--- src/rtl/pbr_pkg.sv ---
package pbr_pkg;
   typedef enum logic [1:0] {
      ST_IDLE = 2'd0,
      ST_HOST = 2'd1,
      ST_DSP  = 2'd2
   } pbr_state_t;
endpackage

--- src/rtl/pbr_strobe.sv ---
module pbr_strobe #(
   parameter int FW = 3
) (
   input  logic          clk,
   input  logic          rst_n,
   input  logic [FW-1:0] factor,
   output logic          strobe
);
   logic [FW-1:0] cnt;

   always_ff @(posedge clk or negedge rst_n) begin
      if (!rst_n)         cnt <= '0;
      else if (cnt == '0) cnt <= factor;
      else                cnt <= cnt - 1'b1;
   end

   assign strobe = (cnt == '0);
endmodule

--- src/rtl/pbr_sync.sv ---
module pbr_sync #(
   parameter int STAGES = 2
) (
   input  logic clk,
   input  logic rst_n,
   input  logic d,
   output logic q
);
   generate
      if (STAGES == 0) begin : g_pass
         assign q = d;
      end else begin : g_chain
         logic [STAGES-1:0] r;
         always_ff @(posedge clk or negedge rst_n) begin
            if (!rst_n) r <= '0;
            else        r <= (r << 1) | STAGES'(d);
         end
         assign q = r[STAGES-1];
      end
   endgenerate
endmodule

--- src/rtl/pbr_timer.sv ---
module pbr_timer #(
   parameter int TW = 8
) (
   input  logic          clk,
   input  logic          rst_n,
   input  logic          load,
   input  logic          run,
   input  logic [TW-1:0] limit,
   output logic          expired
);
   logic [TW-1:0] cnt;

   always_ff @(posedge clk or negedge rst_n) begin
      if (!rst_n)                  cnt <= '0;
      else if (load)               cnt <= limit;
      else if (run && cnt != '0)   cnt <= cnt - 1'b1;
   end

   assign expired = run && (cnt == '0);
endmodule

--- src/rtl/periph_bridge.sv ---
module periph_bridge
   import pbr_pkg::*;
#(
   parameter int AW          = 12,
   parameter int DW          = 16,
   parameter int TW          = 8,
   parameter int FW          = 3,
   parameter int SYNC_STAGES = 2
) (
   input  logic          clk,
   input  logic          rst_n,
   input  logic          mode,
   input  logic [FW-1:0] acc_factor,
   input  logic [TW-1:0] to_limit,
   input  logic [AW-1:0] boundary,
   input  logic          h_req,
   input  logic          h_we,
   input  logic [AW-1:0] h_addr,
   input  logic [DW-1:0] h_wdata,
   output logic          h_ack,
   output logic          h_err,
   output logic [DW-1:0] h_rdata,
   input  logic          d_req,
   input  logic          d_we,
   input  logic [AW-1:0] d_addr,
   input  logic [DW-1:0] d_wdata,
   output logic          d_ack,
   output logic          d_err,
   output logic [DW-1:0] d_rdata,
   output logic          p_sel,
   output logic          p_we,
   output logic [AW-1:0] p_addr,
   output logic [DW-1:0] p_wdata,
   input  logic [DW-1:0] p_rdata,
   input  logic          p_ready,
   output logic          to_flag
);
   generate
      if (AW < 2 || DW < 1 || TW < 1 || FW < 1) begin : g_bad_width
         $error("periph_bridge: widths must be positive, AW at least 2");
      end
      if (SYNC_STAGES < 0 || SYNC_STAGES > 4) begin : g_bad_sync
         $error("periph_bridge: SYNC_STAGES must lie in 0..4");
      end
   endgenerate

   pbr_state_t    state;
   logic          strobe, hq_sync, hq;
   logic          h_hold, d_hold;
   logic [AW-1:0] lat_addr;
   logic [DW-1:0] lat_wdata;
   logic          lat_we, lat_priv;
   logic          host_go, dsp_go, dsp_deny;
   logic          start_h, start_d;
   logic          host_ok, host_abort, dsp_done;
   logic          tmr_run, tmr_exp;

   pbr_strobe #(.FW(FW)) i_strobe (
      .clk(clk), .rst_n(rst_n), .factor(acc_factor), .strobe(strobe)
   );

   pbr_sync #(.STAGES(SYNC_STAGES)) i_sync (
      .clk(clk), .rst_n(rst_n), .d(h_req), .q(hq_sync)
   );

   // host request: resynchronised in shared mode, direct in host-only mode
   assign hq       = mode ? hq_sync : h_req;
   assign host_go  = hq && !h_hold && (mode || strobe);
   assign dsp_go   = mode && d_req && !d_hold;
   assign dsp_deny = !mode && d_req && !d_hold;

   assign start_d    = (state == ST_IDLE) && dsp_go;
   assign start_h    = (state == ST_IDLE) && !dsp_go && host_go;
   assign host_ok    = (state == ST_HOST) && p_ready && !lat_priv;
   assign tmr_run    = (state == ST_HOST) && !host_ok;
   assign host_abort = tmr_exp;
   assign dsp_done   = (state == ST_DSP) && p_ready;

   pbr_timer #(.TW(TW)) i_timer (
      .clk(clk), .rst_n(rst_n), .load(start_h), .run(tmr_run),
      .limit(to_limit), .expired(tmr_exp)
   );

   always_ff @(posedge clk or negedge rst_n) begin
      if (!rst_n) begin
         state     <= ST_IDLE;
         lat_addr  <= '0;
         lat_wdata <= '0;
         lat_we    <= 1'b0;
         lat_priv  <= 1'b0;
         h_ack     <= 1'b0;
         h_err     <= 1'b0;
         d_ack     <= 1'b0;
         d_err     <= 1'b0;
         h_rdata   <= '0;
         d_rdata   <= '0;
         to_flag   <= 1'b0;
         h_hold    <= 1'b0;
         d_hold    <= 1'b0;
      end else begin
         h_ack   <= host_ok;
         h_err   <= host_abort;
         d_ack   <= dsp_done;
         d_err   <= dsp_deny;
         to_flag <= to_flag || host_abort;
         h_hold  <= host_ok || host_abort || (h_hold && hq);
         d_hold  <= dsp_done || dsp_deny || (d_hold && d_req);
         if (host_ok)  h_rdata <= p_rdata;
         if (dsp_done) d_rdata <= p_rdata;
         unique case (state)
            ST_IDLE: begin
               if (start_d) begin
                  state     <= ST_DSP;
                  lat_addr  <= d_addr;
                  lat_we    <= d_we;
                  lat_wdata <= d_wdata;
                  lat_priv  <= 1'b0;
               end else if (start_h) begin
                  state     <= ST_HOST;
                  lat_addr  <= h_addr;
                  lat_we    <= h_we;
                  lat_wdata <= h_wdata;
                  lat_priv  <= (h_addr >= boundary);
               end
            end
            ST_HOST: if (host_ok || host_abort) state <= ST_IDLE;
            ST_DSP:  if (dsp_done)              state <= ST_IDLE;
            default: state <= ST_IDLE;
         endcase
      end
   end

   assign p_sel   = ((state == ST_HOST) && !lat_priv) || (state == ST_DSP);
   assign p_we    = p_sel && lat_we;
   assign p_addr  = lat_addr;
   assign p_wdata = lat_wdata;
endmodule

--- config.mk ---
export PLATFORM = sky130hd
export DESIGN_NAME = periph_bridge
export DESIGN_NICKNAME = d
export VERILOG_FILES = /design/src/rtl/pbr_pkg.sv /design/src/rtl/pbr_strobe.sv /design/src/rtl/pbr_sync.sv /design/src/rtl/pbr_timer.sv /design/src/rtl/periph_bridge.sv
export SDC_FILE = /design/constraint.sdc
export NUM_CORES = 1
export LEC_CHECK = 0
export ABC_CLOCK_PERIOD_IN_PS = 1800
export BUFFER_PORTS_ARGS = -buffer_cell sky130_fd_sc_hd__buf_2
export CAP_MARGIN = 10
export CORE_UTILIZATION = 40
export DETAILED_ROUTE_END_ITERATION = 16
export HOLD_SLACK_MARGIN = 0.05
export PLACE_DENSITY = 0.77
export SLEW_MARGIN = 10
export SYNTH_ARGS = -nofsm -noshare
export SYNTH_HDL_FRONTEND = slang
export SYNTH_SLANG_ARGS = --single-unit
--- constraint.sdc ---
create_clock -name clk -period 1.8 [get_ports clk]
set_input_delay 0.27 -clock clk [delete_from_list [all_inputs] [get_ports clk]]
set_output_delay 0.27 -clock clk [all_outputs]
set_load 0.02 [all_outputs]
== Word level (Yosys, flattened, before mapping) ==
Cells that the tools add are included.

* Bits in writable memories: 0
* Memories kept: 0
* Output and inout bits: 67
* Bits in latches: 0
* Register bits after elaboration: 84
* Memory bits (read-only): 0
* Logic and storage cells: 83
* Bits of input ports: 103

* Multiply operators: 0
* Magnitude comparators: 1
* Div/mod/pow operators: 0
* $add $sub $neg: 2
* Shift-type cells: 0
* Bitwise logic cells: 1
* Muxes and demuxes: 17
* Reduce and logical (&&, ||, !) cells: 40
* Equality and inequality tests: 5

{| class="wikitable"
|+ Operators by type and width
! operator !! count
|-
| 2-to-1 mux 16 bit || 2
|-
| 2-to-1 mux 12 bit || 2
|-
| logical AND 1 bit || 19
|-
| 2-to-1 mux 8 bit || 2
|-
| greater-or-equal comparator 12 bit || 1
|-
| logical NOT 8 bit || 1
|-
| 2-to-1 mux 2 bit || 4
|-
| nonzero test 8 bit || 1
|-
| subtractor 8 x 1 -> 8 bit (second input constant) || 1
|-
| logical OR 1 bit || 7
|-
| logical NOT 1 bit || 6
|-
| one-hot mux 2 bit (3 select lines) || 1
|-
| 2-to-1 mux 1 bit || 5
|-
| nonzero test 2 bit || 2
|-
| logical NOT 3 bit || 1
|-
| 2-to-1 mux 3 bit || 1
|-
| != test 3 x 2 -> 1 bit (second input constant) || 1
|-
| AND reduction 3 bit || 1
|-
| subtractor 3 x 1 -> 3 bit (second input constant) || 1
|-
| equality test 2 x 1 -> 1 bit (second input constant) || 1
|-
| equality test 2 bit (second input constant) || 1
|-
| logical NOT 2 bit || 1
|-
| != test 2 x 1 -> 1 bit (second input constant) || 1
|-
| != test 2 bit (second input constant) || 1
|-
| other kinds (2) || 2
|}

== Longest topological paths before layout ==
* Depth after elaboration: 9
* Mapped depth: 8

== Hierarchy ==
From an unflattened synthesis, not the netlist that was laid out.

* Cell total of the unflattened synthesis: 342
* Area total of the unflattened synthesis: 4,329.2 um2

{| class="wikitable"
|+ Modules (own cells, without submodules)
! module !! times used !! seq. area each (um2) !! cells an instance !! area each (um2)
|-
| periph_bridge || 1 || 1,776.7 || 271 || 3,579.7
|-
| pbr_timer || 1 || 200.2 || 56 || 550.5
|-
| pbr_strobe || 1 || 75.1 || 13 || 148.9
|-
| pbr_sync || 1 || 50.0 || 2 || 50.0
|}

== Worst setup path after synthesis ==
OpenSTA, ideal clock, no wires.

* Path type: register to output
* Start: register state[1]
* End: output p_we
* Required time: 1,530 ps
* Setup slack: 54 ps
* Buffers on the path: 1
* Cell stages (with the launch flop): 5
* Arrival time: 1,476 ps
* Cells stage by stage: dfrtp_1 > buf_6 > nand2b_4 > o21ai_0 > and2_1

* Cells in the longest elaborated chain, start to end: 4
* Elaborated cells between the ends (all ways): 5
* Classes of those cells: eq/ne: 2; reduce/logical: 3

{| class="wikitable"
|+ RTL lines
! element !! RTL line !! source
|-
| start, declared || periph_bridge.sv:47 || <nowiki>pbr_state_t state;</nowiki>
|-
| start signal, assigned || periph_bridge.sv:86 || <nowiki>state <= ST_IDLE;</nowiki>
|-
| start signal, assigned || periph_bridge.sv:113 || <nowiki>state <= ST_DSP;</nowiki>
|-
| start signal, assigned || periph_bridge.sv:119 || <nowiki>state <= ST_HOST;</nowiki>
|-
| equality test 2 x 1 -> 1 bit || periph_bridge.sv:133 || <nowiki>assign p_sel = ((state == ST_HOST) && !lat_priv) || (state == ST_DSP);</nowiki>
|-
| logical AND 1 bit || periph_bridge.sv:133 ||
|-
| logical OR 1 bit * || periph_bridge.sv:133 ||
|-
| net p_sel || periph_bridge.sv:30 || <nowiki>output logic p_sel,</nowiki>
|-
| logical AND 1 bit * || periph_bridge.sv:134 || <nowiki>assign p_we = p_sel && lat_we;</nowiki>
|-
| end, declared || periph_bridge.sv:31 || <nowiki>output logic p_we,</nowiki>
|}

Mark *: on every way through the listed nets, which the timed path passes. The rest lies on a longest branch.

== Worst setup path after layout ==
* Start: register state[0]
* End: register lat_wdata[4] (netlist: p_wdata[4])

* Cells in the longest elaborated chain, start to end: 5
* Elaborated cells between the ends (all ways): 7
* Classes of those cells: mux: 1; reduce/logical: 6

{| class="wikitable"
|+ RTL lines
! element !! RTL line !! source
|-
| logical NOT 2 bit * || periph_bridge.sv:72, periph_bridge.sv:73, periph_bridge.sv:110 ||
|-
| logical AND 1 bit (2 in a row) || periph_bridge.sv:73 || <nowiki>assign start_h = (state == ST_IDLE) && !dsp_go && host_go;</nowiki>
|-
| nonzero test 2 bit (no line) || n/a ||
|-
| AND reduction 2 bit (no line) || n/a ||
|-
| end signal, assigned || periph_bridge.sv:116 || <nowiki>lat_wdata <= d_wdata;</nowiki>
|-
| end signal, assigned || periph_bridge.sv:122 || <nowiki>lat_wdata <= h_wdata;</nowiki>
|-
| end, declared || periph_bridge.sv:51 || <nowiki>logic [DW-1:0] lat_wdata;</nowiki>
|}

Every way passes the cells marked *; elsewhere a longest branch is shown, timed or not.
A chain may end at the register's enable or synchronous reset.

==> run metrics <==
Cell variety after synth 53; n_diodes 0; Hold Path Origin h_req; clock sink count between 80 and 90; Top delay family on crit path compound AO/OA/AOI/OAI gates; crit path time final roughly 1800 ps; DIE AREA between 0.01 and 0.015 mm²; post-route cell area 0.005356 mm²; die height 101.6 µm; Synth Warn # 0; # fillers 861; final worst path period share a little over nine tenths; R2R Path End p_wdata[4]; Crit path top cell by count buf_4; Worst Path Max Fanout 14; Worst Hold Endpoint i_sync.g_chain.r[0]; sequential element share of the synthesized area between 50% and 60%; worst hold path type in2reg; crit path capture type flop; startpoint types flop; Mapped Area about 0.0040 mm²; status completed; initial antenna violation count 0; Initial DRC Count approximately 110; drt pass-1 iters 4; layout cells sized above 1 a little over two fifths; count leader, synth dfrtp_1; xor-xnor portion of the synthesized cell area less than 1%; simple-gate share of the synthesized area roughly 17%; synthesized net count a little over 500; Max Cap Viol 0; CTS tree done; PnR worst setup slack ~28 ps; syn avg cell area just over 10 µm²; RSZ-0062 raised after global routing yes; Reg area 0.002105 mm²; global-route wire length before repair roughly 15000 µm; P&R area growth vs syn 34.88%; compound-gate portion of the synthesized area between 10% and 20%; slowest stage cell, crit path dfrtp_2; origin of the critical flop-to-flop path state[0]; H-tree levels 3; fin. max-slew vios 0; Critical Path RT between 2000 and 2500 ps; slowest stage delay, CP 500 ps; Skew-Pair Late Insertion Delay around 340 ps; mux cell area share after synthesis 9.326%; Hold WS 69.29 ps; die width 101.6 µm; Post-synth top flop dfrtp_1; R2R Setup Slk 30 ps; clk root buf clkbuf_8; Syn Inst Count a little under 400; Total Routing Usage GR approximately a fifth; row cnt 36; largest net degree at the start of global routing between 60 and 70; Async S/R FF share, synth between 90% and 100%; Setup WS pre-CTS -37.93 ps; Final Wtd Congestion 0.8819; Seq cells post-synth 84; TritonCTS Buffers 9; critical path type reg2reg; Routed WL per cell about 14 µm; Slew @ Worst Pin around 500 ps; area share of the largest cell type after synthesis 52.93%; number of global-route vias before repair roughly 3300; commonest cells in the netlist dfrtp_1 (84), nand2_1 (74), nor2_1 (39), a31oi_1 (30), mux2_2 (21); P_leak about 0.0027 µW; Worst slew margin approximately 67%; placed inst area between 0.005 and 0.006 mm²; Detail Route Antenna Nets 0; Vias 3546; sequence of cells on the critical path buf_4 > nor3_2 > o211a_2 > buf_4 > nand2_1 > a31oi_1; Final Hold Vio Count 0; Core Area between 0.009 and 0.01 mm²; fmax 564.2 MHz; clock slew at reported path FFs 90 ps; max layer used met4; total length of routed met2 wires 4696 µm; Routed WL 9976 µm; Vias per Instance ~5.0; I/O Buffers 169; multi-input logic area ~0.0017 mm²; largest cells by area after synthesis dfrtp_1 (53%), nand2_1 (7.0%), mux2_2 (6.0%); combinational family with the most area after synthesis simple AND/OR/NAND/NOR gates; starting density of the core approximately two fifths; Yosys top cell by area dfrtp_1; CP bufs+invs 2; WP data arrival ~2000 ps; worst hold stages 1; grt ovf 0; IO Pins 170; hpwl dp around 7400 µm; DRC viols 0; adder-cell share of the synthesized area between 5 and 6%; Post-synth EDFFs 0; M1 WL approximately 4400 µm; Peak VDD IR 0.0009384 V; final setup vio count 0; nets@finish ~700; clk_skew approximately 11 ps; Total Power roughly 8700 µW; power per cell area between 1500 and 2000 mW/mm²; CTS max path bufs 2; R2R depth 6; met3 WL post-DR 712 µm
through the flow:
step           TNS [ps]  utilization (%)  instances
3_3_place_gp          0            51.77        681
6_report              0            55.31        707
2_1_floorplan         0                -        387
4_1_cts               0            54.13        698
3_5_place_dp     -37.93            51.77        681
5_1_grt          -93.91            55.31        707
registers in the layout (all words and copies together) (netlist names), 2 cells and up:
name	flops
d_rdata	16
h_rdata	16
i_strobe.cnt	3
i_sync.g_chain.r	2
i_timer.cnt	8
p_addr	12
p_wdata	16
state	2
area by class of cell:
| class | count | share of cell area, % |
|---|---|---|
| flip-flops and latches | 84 | 39.29 |
| multi-input cells | 262 | 32.24 |
| repair buffers | 191 | 20.04 |
| well taps | 133 | 3.107 |
| clock buffers | 9 | 2.313 |
| inverters | 21 | 1.518 |
| clock inverters | 7 | 1.495 |
power by group:
part / internal, µW / leakage [µW] / switching (µW)
registers: 2770 / 0.00100 / 560
logic: 1660 / 0.00163 / 2310
clock network: 661 / 0.000102 / 724
total: 5090 / 0.00274 / 3590
layout by cell type (no fill, tap or decap), types with 3 or more instances in the layout:
cell / n
nand3_1: 4
ha_1: 14
clkbuf_8: 9
nor2_1: 39
nand2_1: 74
a21oi_1: 10
inv_1: 19
buf_12: 4
buf_2: 168
mux2_1: 11
a31oi_1: 30
buf_4: 16
o21ai_0: 7
mux2_2: 21
a211oi_1: 3
dfrtp_1: 82
nand2b_1: 4
cells by family (layout without fill, tap and decap cells):
group	Yosys count	after routing
simple gates	145	145
fa+ha+maj	16	16
flops	84	84
mux	33	33
xor+xnor	1	1
compound gates	67	67
buf+inv	41	228
what timing repair did:
item,in CTS,in global routing
gates resized for setup,8,10
hold buffers,1,0
buffers inserted,0,9
endpoints found under the hold margin,36,0
pin swaps,0,6
setup endpoints to repair,6,34
routing by layer:
layer,vias to the layer above,GRT usage [%]
met4,0,5.574
met3,10,5.935
met1,1682,23.70
met2,160,30.30
met5,-,0
li1,1694,-
worst max-delay path by stage:
stage,from,end,slack (ps),cells past startpoint
6_report,state[0],p_wdata[4],30,6
4_1_cts,state[1],p_we,1,4
3_3_place_gp,i_strobe.cnt[0],lat_priv,50,7
5_1_grt,state[0],p_wdata[8],-20,6
2_1_floorplan,state[1],p_we,50,4
3_5_place_dp,i_strobe.cnt[0],lat_priv,-40,7
Power figures use the tool's default switching activity.
